<file path="src/rtl/vipc_pkg.sv">
package vipc_pkg;
  localparam int VEC_W  = 8;
  localparam int WORD_W = 32;
  localparam int NVEC   = 1 << VEC_W;
  localparam int NWORD  = NVEC / WORD_W;
  localparam int BIT_W  = $clog2(WORD_W);

  typedef logic [VEC_W-1:0] vec_t;

  // index of the most significant set bit of one word (0 if none)
  function automatic logic [BIT_W-1:0] word_msb(input logic [WORD_W-1:0] w);
    logic [BIT_W-1:0] r;
    r = '0;
    for (int i = 0; i < WORD_W; i++)
      if (w[i]) r = BIT_W'(i);
    return r;
  endfunction

  // priority class of a vector
  function automatic logic [3:0] vclass(input vec_t v);
    return v[VEC_W-1:VEC_W-4];
  endfunction

  // processor priority from task priority and top in-service vector
  function automatic vec_t calc_ppr(input vec_t tpr, input vec_t isr_top, input logic isr_any);
    logic [3:0] cls;
    cls = isr_any ? vclass(isr_top) : 4'd0;
    return (vclass(tpr) >= cls) ? tpr : {cls, 4'd0};
  endfunction

  // does the top pending vector beat the processor priority
  function automatic logic beats_ppr(input vec_t pend_top, input vec_t ppr);
    return (ppr == '0) || (vclass(pend_top) > vclass(ppr));
  endfunction
endpackage

</file>
<file path="src/rtl/vipc_prio_enc.sv">
module vipc_prio_enc
  import vipc_pkg::*;
#(
  parameter int NW = NWORD,
  parameter int WW = WORD_W
) (
  input  logic [NW*WW-1:0]          bits_i,
  output logic [$clog2(NW*WW)-1:0]  top_o,
  output logic                      any_o
);
  localparam int IW = $clog2(NW*WW);
  localparam int BW = $clog2(WW);

  logic [NW-1:0]         word_hit;
  logic [NW-1:0][BW-1:0] word_idx;

  for (genvar w = 0; w < NW; w++) begin : g_word
    assign word_hit[w] = |bits_i[w*WW +: WW];
    assign word_idx[w] = BW'(word_msb(WORD_W'(bits_i[w*WW +: WW])));
  end

  always_comb begin
    top_o = '0;
    for (int w = 0; w < NW; w++)
      if (word_hit[w]) top_o = IW'(w * WW) + IW'(word_idx[w]);
  end

  assign any_o = |word_hit;
endmodule

</file>
<file path="src/rtl/vipc_vec_bank.sv">
module vipc_vec_bank
  import vipc_pkg::*;
#(
  parameter int NW = NWORD,
  parameter int WW = WORD_W
) (
  input  logic                      clk,
  input  logic                      rst_n,
  input  logic                      clr_en_i,
  input  logic [$clog2(NW*WW)-1:0]  clr_idx_i,
  input  logic                      wr_en_i,
  input  logic [$clog2(NW*WW)-1:0]  wr_idx_i,
  input  logic                      wr_val_i,
  output logic [NW*WW-1:0]          bits_o
);
  localparam int IW = $clog2(NW*WW);
  localparam int BW = $clog2(WW);

  logic [NW-1:0][WW-1:0] q;

  // clear first, write second: a write to the same bit wins
  for (genvar w = 0; w < NW; w++) begin : g_word
    always_ff @(posedge clk) begin
      if (!rst_n) begin
        q[w] <= '0;
      end else begin
        if (clr_en_i && (clr_idx_i[IW-1:BW] == (IW-BW)'(w)))
          q[w][clr_idx_i[BW-1:0]] <= 1'b0;
        if (wr_en_i && (wr_idx_i[IW-1:BW] == (IW-BW)'(w)))
          q[w][wr_idx_i[BW-1:0]] <= wr_val_i;
      end
    end
  end

  assign bits_o = q;
endmodule

</file>
<file path="src/rtl/vipc_top.sv">
module vipc_top
  import vipc_pkg::*;
(
  input  logic             clk,
  input  logic             rst_n,
  input  logic             req_valid_i,
  input  logic [7:0]       req_vec_i,
  input  logic             req_level_i,
  input  logic             tpr_we_i,
  input  logic [7:0]       tpr_wdata_i,
  input  logic             svr_we_i,
  input  logic [8:0]       svr_wdata_i,
  input  logic             ack_i,
  input  logic             eoi_i,
  output logic             irq_o,
  output logic [7:0]       ack_vec_o,
  output logic             ack_vld_o,
  output logic [NVEC-1:0]  pend_o,
  output logic [NVEC-1:0]  insvc_o,
  output logic [NVEC-1:0]  trig_o,
  output logic [7:0]       ppr_o
);
  localparam logic [8:0] SVR_RST = 9'h0FF;

  vec_t       tpr_q;
  logic [8:0] svr_q;
  logic       irq_q;
  vec_t       ack_vec_q;
  logic       ack_vld_q;

  // named internal events
  vec_t pend_top, isr_top;
  logic pend_any, isr_any;
  logic sw_en;
  logic take;       // acknowledge consumes a pending bit
  logic spur_take;  // consumed but below task priority
  logic mark;       // consumed and moved to in-service
  logic retire;     // end-of-interrupt with something in service
  vec_t ppr;

  assign sw_en     = svr_q[8];
  assign take      = ack_i && sw_en && pend_any;
  assign spur_take = take && (tpr_q != '0) && (pend_top <= tpr_q);
  assign mark      = take && !spur_take;
  assign retire    = eoi_i && isr_any;

  vipc_prio_enc u_pend_enc (.bits_i(pend_o),  .top_o(pend_top), .any_o(pend_any));
  vipc_prio_enc u_isr_enc  (.bits_i(insvc_o), .top_o(isr_top),  .any_o(isr_any));

  vipc_vec_bank u_pend (
    .clk(clk), .rst_n(rst_n),
    .clr_en_i(take), .clr_idx_i(pend_top),
    .wr_en_i(req_valid_i), .wr_idx_i(req_vec_i), .wr_val_i(1'b1),
    .bits_o(pend_o));

  vipc_vec_bank u_isr (
    .clk(clk), .rst_n(rst_n),
    .clr_en_i(retire), .clr_idx_i(isr_top),
    .wr_en_i(mark), .wr_idx_i(pend_top), .wr_val_i(1'b1),
    .bits_o(insvc_o));

  vipc_vec_bank u_trig (
    .clk(clk), .rst_n(rst_n),
    .clr_en_i(1'b0), .clr_idx_i('0),
    .wr_en_i(req_valid_i), .wr_idx_i(req_vec_i), .wr_val_i(req_level_i),
    .bits_o(trig_o));

  assign ppr = calc_ppr(tpr_q, isr_top, isr_any);

  always_ff @(posedge clk) begin
    if (!rst_n) begin
      tpr_q     <= '0;
      svr_q     <= SVR_RST;
      irq_q     <= 1'b0;
      ack_vec_q <= '0;
      ack_vld_q <= 1'b0;
    end else begin
      if (tpr_we_i) tpr_q <= tpr_wdata_i;
      if (svr_we_i) svr_q <= svr_wdata_i;
      irq_q     <= sw_en && pend_any && beats_ppr(pend_top, ppr);
      ack_vld_q <= ack_i;
      if (ack_i) ack_vec_q <= mark ? pend_top : svr_q[7:0];
    end
  end

  assign irq_o     = irq_q;
  assign ack_vec_o = ack_vec_q;
  assign ack_vld_o = ack_vld_q;
  assign ppr_o     = ppr;

  // request line implies enable and pending one cycle earlier
  assert_irq_gate_R3: assert property (@(posedge clk) disable iff (!rst_n)
    irq_o |-> $past(sw_en && pend_any));

  // request records pending and trigger mode
  assert_req_sets_R6: assert property (@(posedge clk) disable iff (!rst_n)
    req_valid_i |=> pend_o[$past(req_vec_i)] && (trig_o[$past(req_vec_i)] == $past(req_level_i)));

  // accepted vector lands in service and is returned
  assert_mark_sets_R5: assert property (@(posedge clk) disable iff (!rst_n)
    mark |=> insvc_o[$past(pend_top)] && (ack_vec_o == $past(pend_top)) && ack_vld_o);

  // non-accepted acknowledge returns spurious vector
  assert_spur_ret_R5: assert property (@(posedge clk) disable iff (!rst_n)
    (ack_i && !mark) |=> (ack_vec_o == $past(svr_q[7:0])));

  // end-of-interrupt with empty in-service set changes nothing
  assert_eoi_empty_R7: assert property (@(posedge clk) disable iff (!rst_n)
    (eoi_i && !isr_any && !mark) |=> $stable(insvc_o));

  // processor priority never below the task priority class
  assert_ppr_floor_R2: assert property (@(posedge clk) disable iff (!rst_n)
    (ppr_o[7:4] >= tpr_q[7:4]) && ((ppr_o == tpr_q) || (ppr_o[3:0] == 4'd0)));
endmodule

</file>
<file path="config.mk">
export PLATFORM = sky130hd
export DESIGN_NAME = vipc_top
export DESIGN_NICKNAME = d
export VERILOG_FILES = /design/src/rtl/vipc_pkg.sv /design/src/rtl/vipc_prio_enc.sv /design/src/rtl/vipc_vec_bank.sv /design/src/rtl/vipc_top.sv
export SDC_FILE = /design/constraint.sdc
export NUM_CORES = 2
export LEC_CHECK = 0
export ABC_AREA = 1
export BUFFER_PORTS_ARGS = -buffer_cell sky130_fd_sc_hd__buf_2
export CAP_MARGIN = 20
export CORE_MARGIN = 2
export CORE_UTILIZATION = 30
export DETAILED_ROUTE_END_ITERATION = 16
export GPL_TIMING_DRIVEN = 1
export HOLD_SLACK_MARGIN = 0.05
export PLACE_DENSITY = 0.54
export SLEW_MARGIN = 10
export SYNTH_ARGS = -nofsm -noshare
export SYNTH_HDL_FRONTEND = slang
export SYNTH_HIERARCHICAL = 1
export SYNTH_SLANG_ARGS = --single-unit
</file>
<file path="constraint.sdc">
create_clock -name clk -period 9.75 [get_ports clk]
set_input_delay 0.4875 -clock clk [delete_from_list [all_inputs] [get_ports clk]]
set_output_delay 0.4875 -clock clk [all_outputs]
set_load 0.05 [all_outputs]
</file>
**After elaboration in Yosys (flattened, before gate mapping)**

Cells that the tools add are included.

- Order comparisons: 9
- Add/subtract/negate cells: 14
- Mux-type cells: 593
- Eq/ne operators: 21
- Reductions and logical operators: 68
- Bitwise logic cells: 34

Operators with widths:

| kind | number |
|---|---|
| two-way mux 32 bit | 64 |
| two-way mux 5 bit | 258 |
| two-way mux 4 bit | 129 |
| bitwise AND 32 bit | 16 |
| bitwise OR 32 bit | 16 |
| OR reduction 256 bit | 2 |
| OR reduction 32 bit | 16 |
| bitwise mux 32 bit | 8 |
| two-way mux 3 bit | 64 |
| two-way mux 8 bit | 16 |
| two-way mux 2 bit | 32 |
| inverter 32 bit | 2 |
| logical AND 1 bit | 43 |
| == test 3 bit, second input constant | 12 |
| adder 7 x 5 -> 8 bit, first input constant | 4 |
| adder 8 x 5 -> 8 bit, first input constant | 4 |
| two-way mux 1 bit | 19 |
| == test 3 x 2 -> 1 bit, second input constant | 6 |
| < comparator 5 x 6 -> 1 bit, second input constant | 3 |
| adder 7 x 6 -> 8 bit, first input constant | 2 |
| demux 1 bit (select 5 bit) | 3 |
| >= comparator 5 x 1 -> 1 bit, second input constant | 3 |
| adder 6 x 5 -> 7 bit, first input constant | 2 |
| adder 6 x 6 -> 7 bit, first input constant | 2 |
| other kinds (9) | 13 |

- Word-level logic and storage cells: 768
- Output and inout port bits: 786
- Register bits after elaboration: 795
- Bits of input ports: 33

**Logic depth before layout (Yosys ltp)**

- Word-level depth: 49
- Depth in mapped cells: 59
- Depth with buffers taken out: 59

**By module**

The synthesis kept the hierarchy.

By module, submodules not included:

| module | instances | cells each | area an instance (µm²) | sequential area each (µm²) |
|---|---|---|---|---|
| vipc_vec_bank at u_pend ... | 2 | 2054 | 12444.4 | 5124.9 |
| vipc_vec_bank at u_isr | 1 | 1817 | 11838.9 | 5124.9 |
| vipc_prio_enc | 2 | 860 | 3430.8 | 0.0 |
| vipc_top | 1 | 242 | 1651.6 | 540.5 |

**Worst setup path before layout**

Ideal clock, no wire load.

- Kind: register -> register
- From: register u_isr.q (netlist bit u_isr/bits_o[242])
- To: register irq_q (netlist: irq_o)
- Library setup time: 0.116 ns
- Data arrival time: 4.866 ns
- Period minus slack after synthesis: 4.982 ns
- Cell stages (with the launch flop): 30
- Path slack: 4.768 ns
- Path buffers: 1
- Required time: 9.634 ns
- Cells stage by stage: dfxtp_1 > nor2_1 > nand2_1 > nor2_1 > inv_1 > nor3_1 > and3_1 > clkbuf_1 > inv_1 > nor2_1 > nand2_1 > or4_1 > nand2_1 > inv_1 > ha_1 > nand2_1 > inv_1 > nand2_1 > nand3_4 > o21ai_0 > inv_1 > ha_1 > nand2_1 > inv_1 > nand2_1 > inv_1 > nand2_1 > nand2_1 > nand2_1 > a21oi_1

- Longest elaborated chain between the ends: 22
- Elaborated cells between the ends (all ways): 25
- Those cells by class: add/sub: 1; order compare: 2; mux: 17; reduce/logical: 5

Ends and longest elaborated chain:

| element | line | text |
|---|---|---|
| from (decl) | vipc_vec_bank.sv:19 | `logic [NW-1:0][WW-1:0] q;` |
| from (signal, indexed assignment) | vipc_vec_bank.sv:30 | `q[w][wr_idx_i[BW-1:0]] <= wr_val_i;` |
| two-way mux 5 bit (14 in series) | vipc_pkg.sv:15 | `if (w[i]) r = BIT_W'(i);` |
| adder 6 x 6 -> 7 bit | vipc_prio_enc.sv:25 | `if (word_hit[w]) top_o = IW'(w * WW) + IW'(word_idx[w]);` |
| two-way mux 8 bit * | vipc_prio_enc.sv:25 |  |
| via isr_top[7] | vipc_top.sv:32 | `vec_t pend_top, isr_top;` |
| two-way mux 4 bit * | vipc_pkg.sv:27 | `cls = isr_any ? vclass(isr_top) : 4'd0;` |
| >= comparator 4 bit * | vipc_pkg.sv:28 | `return (vclass(tpr) >= cls) ? tpr : {cls, 4'd0};` |
| two-way mux 8 bit * | vipc_pkg.sv:28 |  |
| via ppr_o[6] | vipc_top.sv:21 | `output logic [7:0] ppr_o` |
| greater-than comparator 4 bit or zero test 8 bit (tied branches) | vipc_pkg.sv:33 | `return (ppr == '0) \|\| (vclass(pend_top) > vclass(ppr));` |
| logical OR 1 bit * | vipc_pkg.sv:33 |  |
| logical AND 1 bit * | vipc_top.sv:80 | `irq_q <= sw_en && pend_any && beats_ppr(pend_top, ppr);` |
| to (signal assigned) | vipc_top.sv:80 |  |
| to (decl) | vipc_top.sv:27 | `logic irq_q;` |

Mark *: on every way through the listed nets, which the timed path passes. The rest lies on a longest branch.
A chain may end at the register's enable or synchronous reset.

**Worst setup path after layout**

- From: register u_pend.q (netlist bit u_pend/bits_o[37])
- To: register u_isr.q (netlist bit u_isr/bits_o[135])

- Longest elaborated chain between the ends: 41
- Elaborated cells between the ends (all ways): 52
- Those cells by class: add/sub: 1; order compare: 3; eq/ne: 1; mux: 37; bitwise: 1; reduce/logical: 9

Ends and longest elaborated chain:

| element | line | text |
|---|---|---|
| from (decl) | vipc_vec_bank.sv:19 |  |
| from (signal, indexed assignment) | vipc_vec_bank.sv:30 |  |
| two-way mux 3 bit (3 in series) | vipc_pkg.sv:15 |  |
| two-way mux 4 bit (8 in series) | vipc_pkg.sv:15 |  |
| two-way mux 5 bit (16 in series) | vipc_pkg.sv:15 |  |
| adder 6 x 5 -> 7 bit | vipc_prio_enc.sv:25 |  |
| two-way mux 8 bit * (7 in series) | vipc_prio_enc.sv:25 |  |
| via pend_top[2] | vipc_top.sv:32 |  |
| less-or-equal comparator 8 bit * | vipc_top.sv:43 | `assign spur_take = take && (tpr_q != '0) && (pend_top <= tpr_q);` |
| logical AND 1 bit * | vipc_top.sv:43 |  |
| zero test 1 bit * | vipc_top.sv:44 | `assign mark = take && !spur_take;` |
| logical AND 1 bit * | vipc_top.sv:44 |  |
| via mark | vipc_top.sv:37 | `logic mark;` |
| logical AND 1 bit * | vipc_vec_bank.sv:29 | `if (wr_en_i && (wr_idx_i[IW-1:BW] == (IW-BW)'(w)))` |
| two-way mux 32 bit * | vipc_vec_bank.sv:29 |  |

Marks and branches as above.

==> impl_metrics.ini <==
[sta]
fin_tns_setup_ns = 0
hold_violations = 0
skew_ns = 0.0625
rsz0062_at_grt = no
setup_viol = 0
fin_crit_sh_pct = 61.2
finalMaxSlewViolations = 0
min_period_ns = 5.97
slew_headroom_pct = 10.7
fmax_ghz = 0.168
worst_pin_slew_ns = 1.33

[clock_network]
cts_tree = yes
cts_resized = 0
clock_latency_ns = 0.74
cts_buffers = 99
root_buffer = clkbuf_16
clock-sinks = 795
cts_htree_levels = 3
ctsHoldBuffers = 13
cts_buffer_depth = 3
clk_pin_slew_ns = 0.06
post_cts_buffers = 0

[worst_setup_path]
cpMostUsedCell = nand2_1
cp.arrival_ns = 6.56
rrSetupSlack_ns = 3.78
critical_path_class = register to register
r2r_end = u_isr/bits_o[135]
reg2reg_from = u_pend/bits_o[37]
cp-end-kind = register
worstRegToRegCells = 33
critPathLaunchType = register
critical-path-max-stage-delay_ns = 0.77
worst-path-max-fanout = 25
cp.required_ns = 10.34
critPathSlowestCell = nor4_1

[synth]
synth_flop_cell = dfxtp_1
synth_edf_count = 0
yosysTopAreaCellShare_pct = 35.2
async_reset_ff_share_pct = 0
synth.distinct_cells = 40
synthTopCellsByArea = dfxtp_1 (35%), nand2_1 (25%), nor2_1 (13%)
synthesis.area_um2 = 45200
ys_seq_area_share_pct = 35.2
ys.warnings.count = 6
synth_top_cell_by_area = dfxtp_1
syn_avg_cell_area_um2 = 5.74
synthCells = 7887
synth-seq-cells = 795

[floorplanning]
num_io_pins = 819
core_area_um2 = 150000
die_h_um = 392
rows = 142
die_w_um = 392
start_util_pct = 30.2
dieArea_um2 = 154000

[layout]
register_area_um2 = 15900
final_cell_mix = nand2_1 (3041), nor2_1 (1504), buf_2 (817)
drive_gt1_share_pct = 12.9
multi_input_area_um2 = 26100
syn_to_final_growth_pct = 21.0
mostFrequentLayoutCell = nand2_1
fillCellCount = 16500
layout.nets = 8637

[drt]
ant_nets = 0
wl_per_cell_um = 22.2
vias = 55000
vias_per_cell = 5.15
drc = 0
drt-total-wl_um = 237000
drtPass1Iterations = 6
drt_iter0_markers = 5970

[min_path]
whs_path_depth = 3
hold_end = tpr_q[1]
min_path_type = input port to register
hold_start = tpr_wdata_i[1]

[pwr]
p_per_area_nw_per_um2 = 144
fin_total_pwr_uw = 7910
ir_worst_vdd_uv = 141
p_leak_uw = 0.0242

[global_route]
antenna_found_initial = 8
grt_max_degree = 245
grt_pass1_vias = 48800
grt_pass1_wl_um = 336000
grt_overflow_total = 0
grt_usage_pct = 29.3

[placed_design]
gp_congestion = 0.953
numPortBuffers = 818
post-dp-hpwl_um = 175000

[run]
maxCapViolCount = 0

[run_status]
status = completed
[power by group]
part | total, µW | internal (µW) | switching (µW)
Combinational | 808 | 155 | 653
Clock | 3830 | 2210 | 1620
Sequential | 3270 | 3260 | 11.2
Total | 7910 | 5630 | 2280
[layout make-up]
cell class,count,area share (%)
Tap cell,2016,4.61
Clock buffer,157,5.40
Sequential cell,795,29.1
Antenna cell,4,0.0183
Inverter,570,3.92
Clock inverter,21,0.578
Timing Repair Buffer,900,8.83
Multi-Input combinational cell,6223,47.6
[per-stage QoR]
step	hold WS, ns	area (µm²)	setup slack (ns)	util, %	cells
global route	0.101	54800	3.25	36.6	10700
CTS	0.0713	54700	3.82	36.5	10700
detailed placement	0.448	51300	4.02	34.3	10500
global placement	0.442	51200	4.05	34.2	10500
finish	0.114	54800	3.78	36.6	10700
floorplan	0.434	45400	4.77	-	7923
[routing by layer]
metal  vias up  GRT usage (%)  part of all wire (%)
li1      26100              -                     -
met4         8           16.7                   6.4
met1     25600           35.8                    39
met2      2750           45.9                    44
met5         -              0                 0.021
met3       571           8.31                    11
[cells by family after synthesis]
kind of cell,count (synthesis),synth area share [%]
DFF,795,35.2
AOI/OAI and AO/OA,1177,13.7
buffers and inverters,905,7.72
adders and majority gates,15,0.415
other,2,0.0166
and+or+nand+nor,4993,42.9
[cell usage after synthesis (2+ instances only)]
master    number
a31oi_1       28
and3_1         2
nor3_1         8
buf_4          2
o21a_1         2
a21oi_2        3
conb_1         2
o21bai_1      10
inv_1        552
nand4_1        6
a21oi_1      750
nor2_1      1524
nand3_1      349
nor3_2         3
nor2_2        36
ha_1          15
dfxtp_1      795
o41ai_1        2
o211ai_1       2
nor4_1        15
a21boi_0      86
clkbuf_1     205
o21ai_1        8
o21ai_0      277
nand2_1     3041
buf_2         64
o31ai_1        6
inv_2         15
or4_1          2
clkinv_1       3
a211oi_1       2
nand2_4        2
buf_1         63
[state kept, by name, indices dropped and copies added (netlist names)]
register,count
u_isr/bits_o,256
u_pend/bits_o,256
u_trig/bits_o,256
svr_q,9
ack_vec_o,8
tpr_q,8
ack_vld_o,1
irq_o,1
[worst max-delay path by stage]
stage | start | endpoint | depth (start not counted)
after floorplan | u_isr/bits_o[242] | irq_o | 29
after global placement | u_pend/bits_o[125] | u_isr/bits_o[155] | 35
after detailed placement | u_pend/bits_o[125] | u_isr/bits_o[135] | 35
after CTS | u_isr/bits_o[200] | ppr_o[6] | 18
after global routing | u_pend/bits_o[37] | u_isr/bits_o[134] | 33
final | u_pend/bits_o[37] | u_isr/bits_o[135] | 33
[worst max-delay path: cells and delay by family (launching register included)]
kind | cells | cell delay [ns]
AO/OA/AOI/OAI | 6 | 0.93
adder cells (fa/ha/maj) | 1 | 0.29
buffers and inverters | 6 | 1.04
flip-flops | 1 | 0.33
AND/OR/NAND/NOR | 20 | 3.19
Note: power is estimated with default switching activity, not from simulation.
